## config.mk

```make
export PLATFORM = sky130hd
export DESIGN_NAME = gpio_wake_detect
export DESIGN_NICKNAME = d
export VERILOG_FILES = /design/src/rtl/gpio_wake_pkg.sv /design/src/rtl/gpio_wake_sync.sv /design/src/rtl/gpio_wake_edge.sv /design/src/rtl/gpio_wake_status.sv /design/src/rtl/gpio_wake_detect.sv
export SDC_FILE = /design/constraint.sdc
export NUM_CORES = 1
export LEC_CHECK = 0
export BUFFER_PORTS_ARGS = -buffer_cell sky130_fd_sc_hd__buf_4
export CORE_MARGIN = 2
export CORE_UTILIZATION = 27
export CTS_BUF_LIST = sky130_fd_sc_hd__clkbuf_16
export DETAILED_ROUTE_END_ITERATION = 10
export PLACE_DENSITY_LB_ADDON = 0.08
export SLEW_MARGIN = 15
export SYNTH_ARGS = -nofsm -noshare
export SYNTH_HDL_FRONTEND = slang
export SYNTH_SLANG_ARGS = --single-unit
```

## constraint.sdc

```tcl
create_clock -name clk -period 2.08 [get_ports clk]
set_clock_uncertainty 0.1 [all_clocks]
set_input_delay 0.416 -clock clk [delete_from_list [all_inputs] [get_ports clk]]
set_output_delay 0.416 -clock clk [all_outputs]
set_load 0.005 [all_outputs]
```

## src/rtl/gpio_wake_pkg.sv

```systemverilog
package gpio_wake_pkg;

  localparam int unsigned PORT_BITS  = 8;
  localparam int unsigned SYNC_DEPTH = 2;

  // per-pin configuration snapshot
  typedef struct packed {
    logic en;
    logic is_out;
    logic pol;
  } pin_cfg_t;

  // polarity 1: rising edge qualifies, 0: falling edge qualifies
  function automatic logic edge_match(input logic now_lvl,
                                      input logic old_lvl,
                                      input logic pol);
    return pol ? (now_lvl & ~old_lvl) : (~now_lvl & old_lvl);
  endfunction

endpackage

```

## src/rtl/gpio_wake_sync.sv

```systemverilog
module gpio_wake_sync #(
  parameter int unsigned W      = 16,
  parameter int unsigned STAGES = 2
) (
  input  logic         clk,
  input  logic         rst,
  input  logic [W-1:0] d,
  output logic [W-1:0] q
);

  logic [W-1:0] stg [STAGES];

  genvar s;
  generate
    for (s = 0; s < STAGES; s++) begin : g_stage
      if (s == 0) begin : g_first
        always_ff @(posedge clk) begin
          if (rst) stg[0] <= '0;
          else     stg[0] <= d;
        end
      end else begin : g_next
        always_ff @(posedge clk) begin
          if (rst) stg[s] <= '0;
          else     stg[s] <= stg[s-1];
        end
      end
    end
  endgenerate

  assign q = stg[STAGES-1];

endmodule

```

## src/rtl/gpio_wake_edge.sv

```systemverilog
module gpio_wake_edge
  import gpio_wake_pkg::*;
#(
  parameter int unsigned W = 16
) (
  input  logic         clk,
  input  logic         rst,
  input  logic         armed,
  input  logic [W-1:0] lvl,
  input  logic [W-1:0] en,
  input  logic [W-1:0] is_out,
  input  logic [W-1:0] pol,
  output logic [W-1:0] hit
);

  logic     [W-1:0] prev_lvl;
  pin_cfg_t [W-1:0] cfg_now;
  pin_cfg_t [W-1:0] cfg_q;

  genvar i;
  generate
    for (i = 0; i < W; i++) begin : g_pin
      assign cfg_now[i] = '{en: en[i], is_out: is_out[i], pol: pol[i]};

      // previous level and configuration refresh every cycle
      always_ff @(posedge clk) begin
        if (rst) begin
          prev_lvl[i] <= 1'b0;
          cfg_q[i]    <= '0;
        end else begin
          prev_lvl[i] <= lvl[i];
          cfg_q[i]    <= cfg_now[i];
        end
      end

      logic cfg_stable;
      assign cfg_stable = (cfg_now[i] == cfg_q[i]);

      assign hit[i] = armed & cfg_stable & cfg_now[i].en & ~cfg_now[i].is_out
                    & edge_match(lvl[i], prev_lvl[i], cfg_now[i].pol);
    end
  endgenerate

endmodule

```

## src/rtl/gpio_wake_status.sv

```systemverilog
module gpio_wake_status #(
  parameter int unsigned W = 16
) (
  input  logic         clk,
  input  logic         rst,
  input  logic [W-1:0] set_in,
  input  logic [W-1:0] clr_in,
  output logic [W-1:0] stat
);

  genvar i;
  generate
    for (i = 0; i < W; i++) begin : g_bit
      always_ff @(posedge clk) begin
        if (rst)            stat[i] <= 1'b0;
        else if (set_in[i]) stat[i] <= 1'b1;
        else if (clr_in[i]) stat[i] <= 1'b0;
      end
    end
  endgenerate

endmodule

```

## src/rtl/gpio_wake_detect.sv

```systemverilog
module gpio_wake_detect #(
  parameter int unsigned PORT_W      = gpio_wake_pkg::PORT_BITS,
  parameter int unsigned SYNC_STAGES = gpio_wake_pkg::SYNC_DEPTH,
  localparam int unsigned PIN_W      = 2 * PORT_W
) (
  input  logic             clk,
  input  logic             rst,
  input  logic [PIN_W-1:0] pin_lvl,
  input  logic [PIN_W-1:0] pin_is_out,
  input  logic [PIN_W-1:0] out_latch,
  input  logic [PORT_W-1:0] wake_en0,
  input  logic [PORT_W-1:0] wake_en1,
  input  logic [PIN_W-1:0] stat_clr,
  output logic             wake_req,
  output logic [PIN_W-1:0] wake_stat
);

  localparam int unsigned FILL = SYNC_STAGES + 1;
  localparam int unsigned CW   = $clog2(FILL + 1);

  logic [PIN_W-1:0] lvl_sync;
  logic [PIN_W-1:0] en_all;
  logic [PIN_W-1:0] hit;
  logic [CW-1:0]    fill_cnt;
  logic             armed;

  assign en_all = {wake_en1, wake_en0};

  // pipeline fill guard after reset
  always_ff @(posedge clk) begin
    if (rst)                     fill_cnt <= '0;
    else if (fill_cnt != CW'(FILL)) fill_cnt <= fill_cnt + CW'(1);
  end
  assign armed = (fill_cnt == CW'(FILL));

  gpio_wake_sync #(.W(PIN_W), .STAGES(SYNC_STAGES)) u_sync (
    .clk (clk),
    .rst (rst),
    .d   (pin_lvl),
    .q   (lvl_sync)
  );

  gpio_wake_edge #(.W(PIN_W)) u_edge (
    .clk    (clk),
    .rst    (rst),
    .armed  (armed),
    .lvl    (lvl_sync),
    .en     (en_all),
    .is_out (pin_is_out),
    .pol    (out_latch),
    .hit    (hit)
  );

  gpio_wake_status #(.W(PIN_W)) u_stat (
    .clk    (clk),
    .rst    (rst),
    .set_in (hit),
    .clr_in (stat_clr),
    .stat   (wake_stat)
  );

  always_ff @(posedge clk) begin
    if (rst) wake_req <= 1'b0;
    else     wake_req <= |hit;
  end

endmodule

```

==> impl_metrics.py, run 1 <==
metrics = {
    "cts": {
        "clock_sinks": 115,
        "htree_levels": 4,
        "cts_tree": "built",
        "numCtsBuffers": 17,
        "clock_latency_ns": 0.41,
        "post_cts_buffers": 0,
        "clockRootBuffer": "clkbuf_16",
        "cts_buffer_depth": 2,
        "cts.repair.resized": 0,
        "cts.clk_slew.worst_paths_ns": 0.05,
        "ctsHoldBuffers": 0,
    },
    "pwr": {
        "vdd_drop_max_mv": 0.5739,
        "p_per_area_nw_per_um2": 952.6,
        "leakagePower_nw": 2.176,
    },
    "route": {
        "wl_per_cell_um": 13.41,
        "drt-pass1-iter-count": 4,
        "ant_nets": 0,
        "first_iter_violations": 107,
        "vias": 2762,
        "vias_per_cell": 4.350,
        "drc": 0,
        "wl_um": 8513,
    },
    "floorplan": {
        "initial_utilization_pct": 27.50,
        "die_w_um": 122.7,
        "core_area_um2": 13830,
        "die-area_um2": 15050,
        "rows": 43,
        "num_io_pins": 99,
        "dieHeight_um": 122.7,
    },
    "cells_and_area": {
        "area_delta_synth_final_pct": 38.47,
        "nets": 526,
        "finalNonFillerCells": 635,
        "final_common_cell": "dfxtp_1",
        "final_cell_mix": "115 x dfxtp_1, 100 x buf_4, 95 x nor2b_1",
        "diodes": 0,
        "final.fill_count": 1404,
        "drive_gt1_share_pct": 27.69,
    },
    "placement": {
        "dp.cells": 604,
        "gp_congestion": 0.7165,
        "dp_hpwl_um": 5884,
        "io_buffer_count": 98,
    },
    "grt": {
        "grt_pass1_vias": 2792,
        "overflow": 0,
        "grt_max_degree": 34,
        "antenna_found_initial": 0,
        "grt_usage_pct": 12.17,
        "grt_first_pass_wirelength_um": 13560,
    },
    "synth": {
        "yosysWarningCount": 0,
        "synthTopCellsByArea": "dfxtp_1 61%, nor2b_1 16%, and4b_1 3.9%, nor4b_1 3.5%, nor3b_1 3.0%",
        "avgSynthCellArea_um2": 11.35,
        "netlist.area_leader.share_pct": 60.55,
        "syn-num-nets": 418,
        "ys_types": 23,
        "syn_inst": 335,
        "synth_area_um2": 3802,
        "ys_seq_area_share_pct": 60.55,
        "ys_seq_elements": 115,
        "synth_top_cell_by_area": "dfxtp_1",
    },
    "timing": {
        "post-route-period-util_pct": 78.94,
        "fin_crit_ns": 1.642,
        "relSlewSlack_pct": 73.98,
        "setup_tns_ns": 0,
        "rsz0062_at_grt": "no",
        "finalSetupViolations": 0,
        "drv_slew": 0,
        "timing.fmax_mhz": 609.0,
        "hold_viol_final": 0,
        "tightest_slew_ns": 0.3904,
    },
    "hold_path": {
        "hp-class": "in -> reg",
        "worstHoldPathCells": 2,
    },
    "setup_path": {
        "start_kind": "flop",
        "cp_cell_sequence": "ha_1 > buf_12 > nand4b_1 > a211oi_2 > nor4_1 > a41oi_1",
        "slowest_stage": "dfxtp_1",
        "cp.required_ns": 2.31,
        "reg2reg_depth": 6,
        "crit_fanout": 18,
        "path_class": "reg -> reg",
        "critPathArrivalTime_ns": 1.87,
        "worstSetupEndpointType": "flop",
        "max_stage_delay_ns": 0.35,
    },
    "run_status": {
        "outcome": "complete, no violations",
    },
    "flow_run": {
        "max-cap-violations": 0,
    },
}
==> layer usage <==
layer  global-route usage (%)  wire, um
met5                        0         0
met2                    18.89      3925
met3                    5.994       553
met1                    14.12      3906
met4                    5.388       127
==> registers in the layout (all words and copies together), names as in the netlist <==
signal	flops
u_edge.cfg_q	48
u_stat.stat	16
u_edge.prev_lvl	16
wake_req	1
u_sync.stg	32
fill_cnt	2
==> worst paths after layout <==
check | start | to | slack [ns]
setup / recovery | fill_cnt[0]$_SDFFE_PP0P_ | wake_req$_SDFF_PP0_ | 0.44
hold / removal | pin_lvl[5] | u_sync.stg[0][5]$_SDFF_PP0_ | 0.12
setup reg to reg | fill_cnt[0]$_SDFFE_PP0P_ | wake_req$_SDFF_PP0_ | 0.44
hold reg to reg | u_sync.stg[0][9]$_SDFF_PP0_ | u_sync.stg[1][9]$_SDFF_PP0_ | 0.33
==> cell type report <==
class | count | area, um^2 | share of cell area [%]
Multi-Input combinational cell | 202 | 1430 | 27.16
Tap cell | 180 | 225.2 | 4.278
Sequential cell | 115 | 2302 | 43.73
Inverter | 4 | 15.01 | 0.2852
Clock buffer | 17 | 425.4 | 8.080
Clock inverter | 14 | 56.30 | 1.069
Timing Repair Buffer | 103 | 810.8 | 15.40
==> cells by family (layout without fill, tap and decap cells) <==
logic type      Yosys count  after routing  share of synthesized area (%)
simple gates            166            166                          30.47
buf+inv                  18            138                          1.843
mux                       1              1                         0.2633
compound gates           33             33                          6.318
xor+xnor                  1              1                         0.2304
fa+ha+maj                 1              1                         0.3290
flops                   115            115                          60.55
==> where the power goes <==
group	leakage [nW]	internal [W]	switching (W)	total [W]
Clock	0.246	0.00145	0.000918	0.00237
Sequential	0.949	0.00230	0.0000344	0.00234
Combinational	0.981	0.000187	0.000123	0.000310
Total	2.18	0.00394	0.00108	0.00502
==> synth_stat cells <==
master	instances
a211oi_2	1
a21oi_1	16
a41oi_1	1
and4_1	3
and4b_1	15
buf_2	2
clkbuf_1	12
dfxtp_1	115
ha_1	1
inv_1	4
mux2i_1	1
nand2b_1	12
nand4b_1	2
nor2_1	6
nor2b_1	95
nor2b_2	1
nor3b_1	15
nor4_1	1
nor4b_1	15
o2111a_1	3
o2111ai_1	12
or4b_4	1
xor2_1	1
==> per-stage QoR <==
| step | util, % | power [W] | cell area [um^2] | worst slack, ns | hold slack, ns |
|---|---|---|---|---|---|
| CTS | 38.08 | 0.005118 | 5265 | 0.4301 | 0.09289 |
| global placement | 34.59 | 0.002691 | 4783 | 0.2541 | 0.3188 |
| global route | 38.08 | 0.005262 | 5265 | 0.3077 | 0.1014 |
| floorplan | - | 0.002504 | 3802 | 0.5346 | 0.3138 |
| finish | 38.08 | 0.005015 | 5265 | 0.4380 | 0.1160 |
| detailed placement | 34.59 | 0.002697 | 4783 | 0.2504 | 0.3212 |
==> critical path: cells and delay by family, from the launching register on <==
family,cells,cell delay (ns)
buffers and inverters,1,0.19
DFF,1,0.35
adders and majority gates,1,0.20
AOI/OAI and AO/OA,2,0.49
and+or+nand+nor,2,0.23
(Power assumes the default switching activity.)
==> run 2: changes to the inputs <==
Clock period 2.08 ns to 1.42 ns, I/O delays scaled along.
==> impl_metrics.py, run 2 (synthesis results as in run 1) <==
metrics = {
    "route": {
        "drt-pass1-iter-count": 4,
        "ant_nets": 0,
        "first_iter_violations": 117,
        "wl_per_cell_um": 13.18,
        "vias": 2949,
        "drc": 0,
        "vias_per_cell": 4.255,
        "wl_um": 9131,
    },
    "floorplan": {
        "die-area_um2": 15050,
        "initial_utilization_pct": 27.50,
        "die_w_um": 122.7,
        "dieHeight_um": 122.7,
        "num_io_pins": 99,
        "core_area_um2": 13830,
        "rows": 43,
    },
    "setup_path": {
        "start_kind": "flop",
        "max_stage_delay_ns": 0.53,
        "r2r-start": "u_sync.stg[1][14]$_SDFF_PP0_",
        "path_class": "reg -> reg",
        "r2r_end": "wake_req$_SDFF_PP0_",
        "slowest_stage": "or4b_4",
        "crit_family": "simple AND/OR/NAND/NOR gates",
        "worstSetupEndpointType": "flop",
        "reg2reg_depth": 4,
        "critPathArrivalTime_ns": 1.74,
        "cp_cell_sequence": "or4b_4 > a211oi_4 > nor4_2 > a41oi_1",
        "cp.required_ns": 1.64,
        "cp_num_buf_inv": 0,
        "crit_fanout": 2,
        "reg2reg_slack_ns": -0.10,
    },
    "cts": {
        "cts_tree": "built",
        "clock_latency_ns": 0.40,
        "cts.clk_slew.worst_paths_ns": 0.05,
        "clock_sinks": 115,
        "numCtsBuffers": 17,
        "htree_levels": 4,
        "clockRootBuffer": "clkbuf_16",
        "cts_buffer_depth": 2,
    },
    "cells_and_area": {
        "diodes": 0,
        "final_cell_mix": "119 x buf_4, 112 x dfxtp_1, 95 x nor2b_1",
        "regMostFlops": "u_edge.cfg_q",
        "reg_top3": "u_edge.cfg_q: 48 flops, u_sync.stg: 32 flops",
        "nets": 583,
        "largest_register_ff_count": 48,
        "drive_gt1_share_pct": 31.97,
        "final_cell_area_um2": 5932,
        "final_common_cell": "buf_4",
        "area_delta_synth_final_pct": 56.01,
    },
    "grt": {
        "grt_max_degree": 73,
        "overflow": 0,
        "grt_pass1_vias": 2953,
        "antenna_found_initial": 0,
        "grt_usage_pct": 13.03,
        "grt_first_pass_wirelength_um": 14700,
    },
    "pwr": {
        "p_per_area_nw_per_um2": 1341,
        "vdd_drop_max_mv": 0.7488,
        "power_w": 0.007954,
        "leakagePower_nw": 2.459,
    },
    "timing": {
        "setup_ws_ns": -0.1023,
        "setup_tns_ns": -0.1404,
        "finalSetupViolations": 2,
        "hold_viol_final": 0,
        "rsz0062_at_grt": "yes",
        "tightest_slew_ns": 0.3478,
        "drv_slew": 0,
        "fin_crit_ns": 1.522,
        "timing.fmax_mhz": 656.9,
        "post-route-period-util_pct": 107.2,
        "relSlewSlack_pct": 76.49,
    },
    "hold_path": {
        "min_from": "pin_is_out[11]",
        "worstHoldPathCells": 2,
        "min_to": "u_edge.cfg_q[34]$_SDFF_PP0_",
        "hp-class": "in -> reg",
    },
    "placement": {
        "dp_hpwl_um": 6155,
        "dpl_cell_area_um2": 4913,
        "gp_congestion": 0.6924,
        "post-place-ws_ns": -0.1865,
        "io_buffer_count": 98,
    },
    "run_status": {
        "outcome": "finished with violations",
        "violations": "negative setup slack",
    },
    "flow_run": {
        "max-cap-violations": 0,
    },
}
run 2: cell types whose count changed in the layout (fill, tap and decap cells not counted), sizes merged:
cell and change:
bufinv +2, clkinvlp +1, buf +19, dlygate4sd3 +38
clkinv -1, inv -1
run 2: through the flow:
step,util [%],std cells,hold slack (ns)
2_1_floorplan,-,335,0.3122
3_3_place_gp,35.54,621,0.3170
3_5_place_dp,35.54,621,0.3220
4_1_cts,42.48,691,0.0005194
5_1_grt,42.90,693,0.0005423
6_report,42.90,693,0.01984
run 2: area by class of cell:
type	instances	area, um^2
clock inverters	15	123.9
well taps	180	225.2
fillers	1341	7895
flip-flops and latches	115	2306
repair buffers	160	1334
multi-input cells	202	1503
clock buffers	17	425.4
inverters	4	15.01
run 2: worst max path at each step:
stage	startpoint	end	slack (ns)	cells after the start
floorplan	fill_cnt[0]$_SDFFE_PP0P_	wake_req$_SDFF_PP0_	0.002	6
global placement	out_latch[11]	wake_req$_SDFF_PP0_	-0.22	6
detailed placement	out_latch[14]	wake_req$_SDFF_PP0_	-0.19	5
CTS	u_sync.stg[1][14]$_SDFF_PP0_	wake_req$_SDFF_PP0_	-0.10	4
global route	u_sync.stg[1][14]$_SDFF_PP0_	wake_req$_SDFF_PP0_	-0.16	4
finish	u_sync.stg[1][14]$_SDFF_PP0_	wake_req$_SDFF_PP0_	-0.10	4
run 2: timing repair:
action                     CTS  global route
pin swaps                    4             2
hold buffers                37             1
setup buffers                1             1
gates resized for setup      6             8
setup endpoints to repair    5             9
hold endpoints to repair    37             1
run 2: worst reg2reg max path, delay by kind of cell, from the launching register on:
kind | cells | cell delay (ns)
and+or+nand+nor | 2 | 0.59
AOI/OAI and AO/OA | 2 | 0.44
DFF | 1 | 0.31
run 2: routing by layer:
metal	up-vias	GRT usage, %	part of all wire [%]
li1	1501	-	-
met1	1382	16.04	45
met2	59	20.68	49
met3	7	5.112	4.8
met4	0	4.526	0.97
met5	-	0	0
run 2: where the power goes:
group | leakage (nW) | switching [W] | internal [W]
clock | 0.275 | 0.00142 | 0.00252
combinational | 1.23 | 0.000208 | 0.000376
sequential | 0.950 | 0.0000568 | 0.00338
==> run 3: changes to the inputs <==
Settings changed: SKIP_CTS_REPAIR_TIMING set to 1.
==> impl_metrics.py, run 3 (synthesis results as in run 1) <==
metrics = {
    "floorplan": {
        "core_area_um2": 13830,
        "die_w_um": 122.7,
        "initial_utilization_pct": 27.50,
        "num_io_pins": 99,
        "rows": 43,
        "dieHeight_um": 122.7,
        "die-area_um2": 15050,
    },
    "flow_run": {
        "max-cap-violations": 0,
    },
    "cts": {
        "numCtsBuffers": 17,
        "clock_latency_ns": 0.40,
        "cts_tree": "built",
        "clockRootBuffer": "clkbuf_16",
        "cts.clk_slew.worst_paths_ns": 0.05,
        "cts_buffer_depth": 2,
        "clock_sinks": 115,
        "htree_levels": 4,
    },
    "setup_path": {
        "reg2reg_slack_ns": -0.13,
        "critPathArrivalTime_ns": 1.77,
        "worstSetupEndpointType": "flop",
        "start_kind": "flop",
        "crit_fanout": 2,
        "path_class": "reg -> reg",
        "cp.required_ns": 1.64,
    },
    "pwr": {
        "seq_power_share_pct": 43.4,
        "vdd_drop_max_mv": 0.7492,
        "leakagePower_nw": 2.370,
        "p_switching_w": 0.001674,
        "swShare_pct": 21.16,
        "clkPwrFrac_pct": 49.7,
        "pwr-share-comb_pct": 6.9,
        "intPower_w": 0.006239,
        "p_per_area_nw_per_um2": 1377,
    },
    "timing": {
        "holdWs_ns": -0.009303,
        "post-route-period-util_pct": 108.9,
        "finalSetupViolations": 2,
        "relSlewSlack_pct": 74.97,
        "timing.fmax_mhz": 646.5,
        "rsz0062_at_grt": "yes",
        "drv_slew": 0,
        "hold_viol_final": 4,
        "tightest_slew_ns": 0.3703,
        "setup_ws_ns": -0.1269,
        "fin_crit_ns": 1.547,
        "setup_tns_ns": -0.1652,
    },
    "cells_and_area": {
        "final_cell_area_um2": 5748,
        "drive_gt1_share_pct": 34.42,
        "final_cell_mix": "119 x buf_4, 112 x dfxtp_1, 95 x nor2b_1",
        "final.fill_count": 1348,
        "reg_top3": "u_edge.cfg_q: 48 flops, u_sync.stg: 32 flops",
        "regMostFlops": "u_edge.cfg_q",
        "final_common_cell": "buf_4",
        "largest_register_ff_count": 48,
        "final_core_util_pct": 41.57,
        "area_delta_synth_final_pct": 51.17,
        "nets": 561,
        "diodes": 0,
    },
    "route": {
        "wl_um": 9013,
        "vias": 2890,
        "vias_per_cell": 4.307,
        "drt-pass1-iter-count": 5,
        "drc": 0,
        "wl_per_cell_um": 13.43,
        "first_iter_violations": 106,
        "ant_nets": 0,
    },
    "run_status": {
        "outcome": "finished with violations",
        "violations": "negative hold slack, negative setup slack",
    },
    "placement": {
        "post-place-ws_ns": -0.1865,
        "io_buffer_count": 98,
        "dp_hpwl_um": 6155,
        "dpl_cell_area_um2": 4913,
        "gp_congestion": 0.6924,
    },
    "grt": {
        "grt_usage_pct": 12.61,
        "grt_first_pass_wirelength_um": 14150,
        "overflow": 0,
        "antenna_found_initial": 0,
        "grt_pass1_vias": 2826,
        "grt_max_degree": 73,
    },
    "hold_path": {
        "hp-class": "in -> reg",
    },
}
## run 3: cell count changes in the layout (fill, tap and decap cells not counted)
cell / before / now
o2111ai_2: 4 / 6
nor3b_2: 0 / 1
o2111ai_4: 0 / 1
dlygate4sd3_1: 38 / 15
buf_6: 0 / 1
o2111ai_1: 8 / 5
nor3b_1: 15 / 14
## run 3: power groups by stage
stage	sequential, W	clock, W	combinational (W)
after detailed placement	0.00349	0	0.000492
final	0.00343	0.00393	0.000547
after floorplan	0.00347	0	0.000206
after global routing	0.00345	0.00423	0.000605
after global placement	0.00348	0	0.000485
after CTS	0.00342	0.00406	0.000495
## run 3: routing by layer
metal / vias to the layer above / routed length [um] / track usage (%)
li1: 1457 / - / -
met1: 1364 / 3931 / 15.72
met2: 62 / 4508 / 19.54
met3: 7 / 481 / 5.158
met4: 0 / 91 / 4.526
met5: - / 0 / 0
## run 3: per-stage QoR
step	power, W	cells
floorplan	0.003680	335
global placement	0.003968	621
detailed placement	0.003979	621
CTS	0.007972	653
global route	0.008288	671
finish	0.007913	671
## run 3: worst paths after layout
path / startpoint / end / depth (start not counted)
max: u_sync.stg[1][14]$_SDFF_PP0_ / wake_req$_SDFF_PP0_ / 4
min: pin_lvl[6] / u_sync.stg[0][6]$_SDFF_PP0_ / 2
max reg2reg: u_sync.stg[1][14]$_SDFF_PP0_ / wake_req$_SDFF_PP0_ / 4
min reg2reg: u_sync.stg[0][11]$_SDFF_PP0_ / u_sync.stg[1][11]$_SDFF_PP0_ / 1
## run 3: area by class of cell
class                   count  area (um^2)  area share [%]
clock inverters            15        123.9           2.155
inverters                   4        15.01          0.2612
well taps                 180        225.2           3.918
repair buffers            138         1115           19.39
clock buffers              17        425.4           7.401
multi-input cells         202         1538           26.75
flip-flops and latches    115         2306           40.12
## run 3: worst max-delay path, stage by stage, from the launching register on
cell and delay (ns):
dfxtp_2 0.32, or4b_4 0.53, a211oi_4 0.27, nor4_2 0.06, a41oi_1 0.18
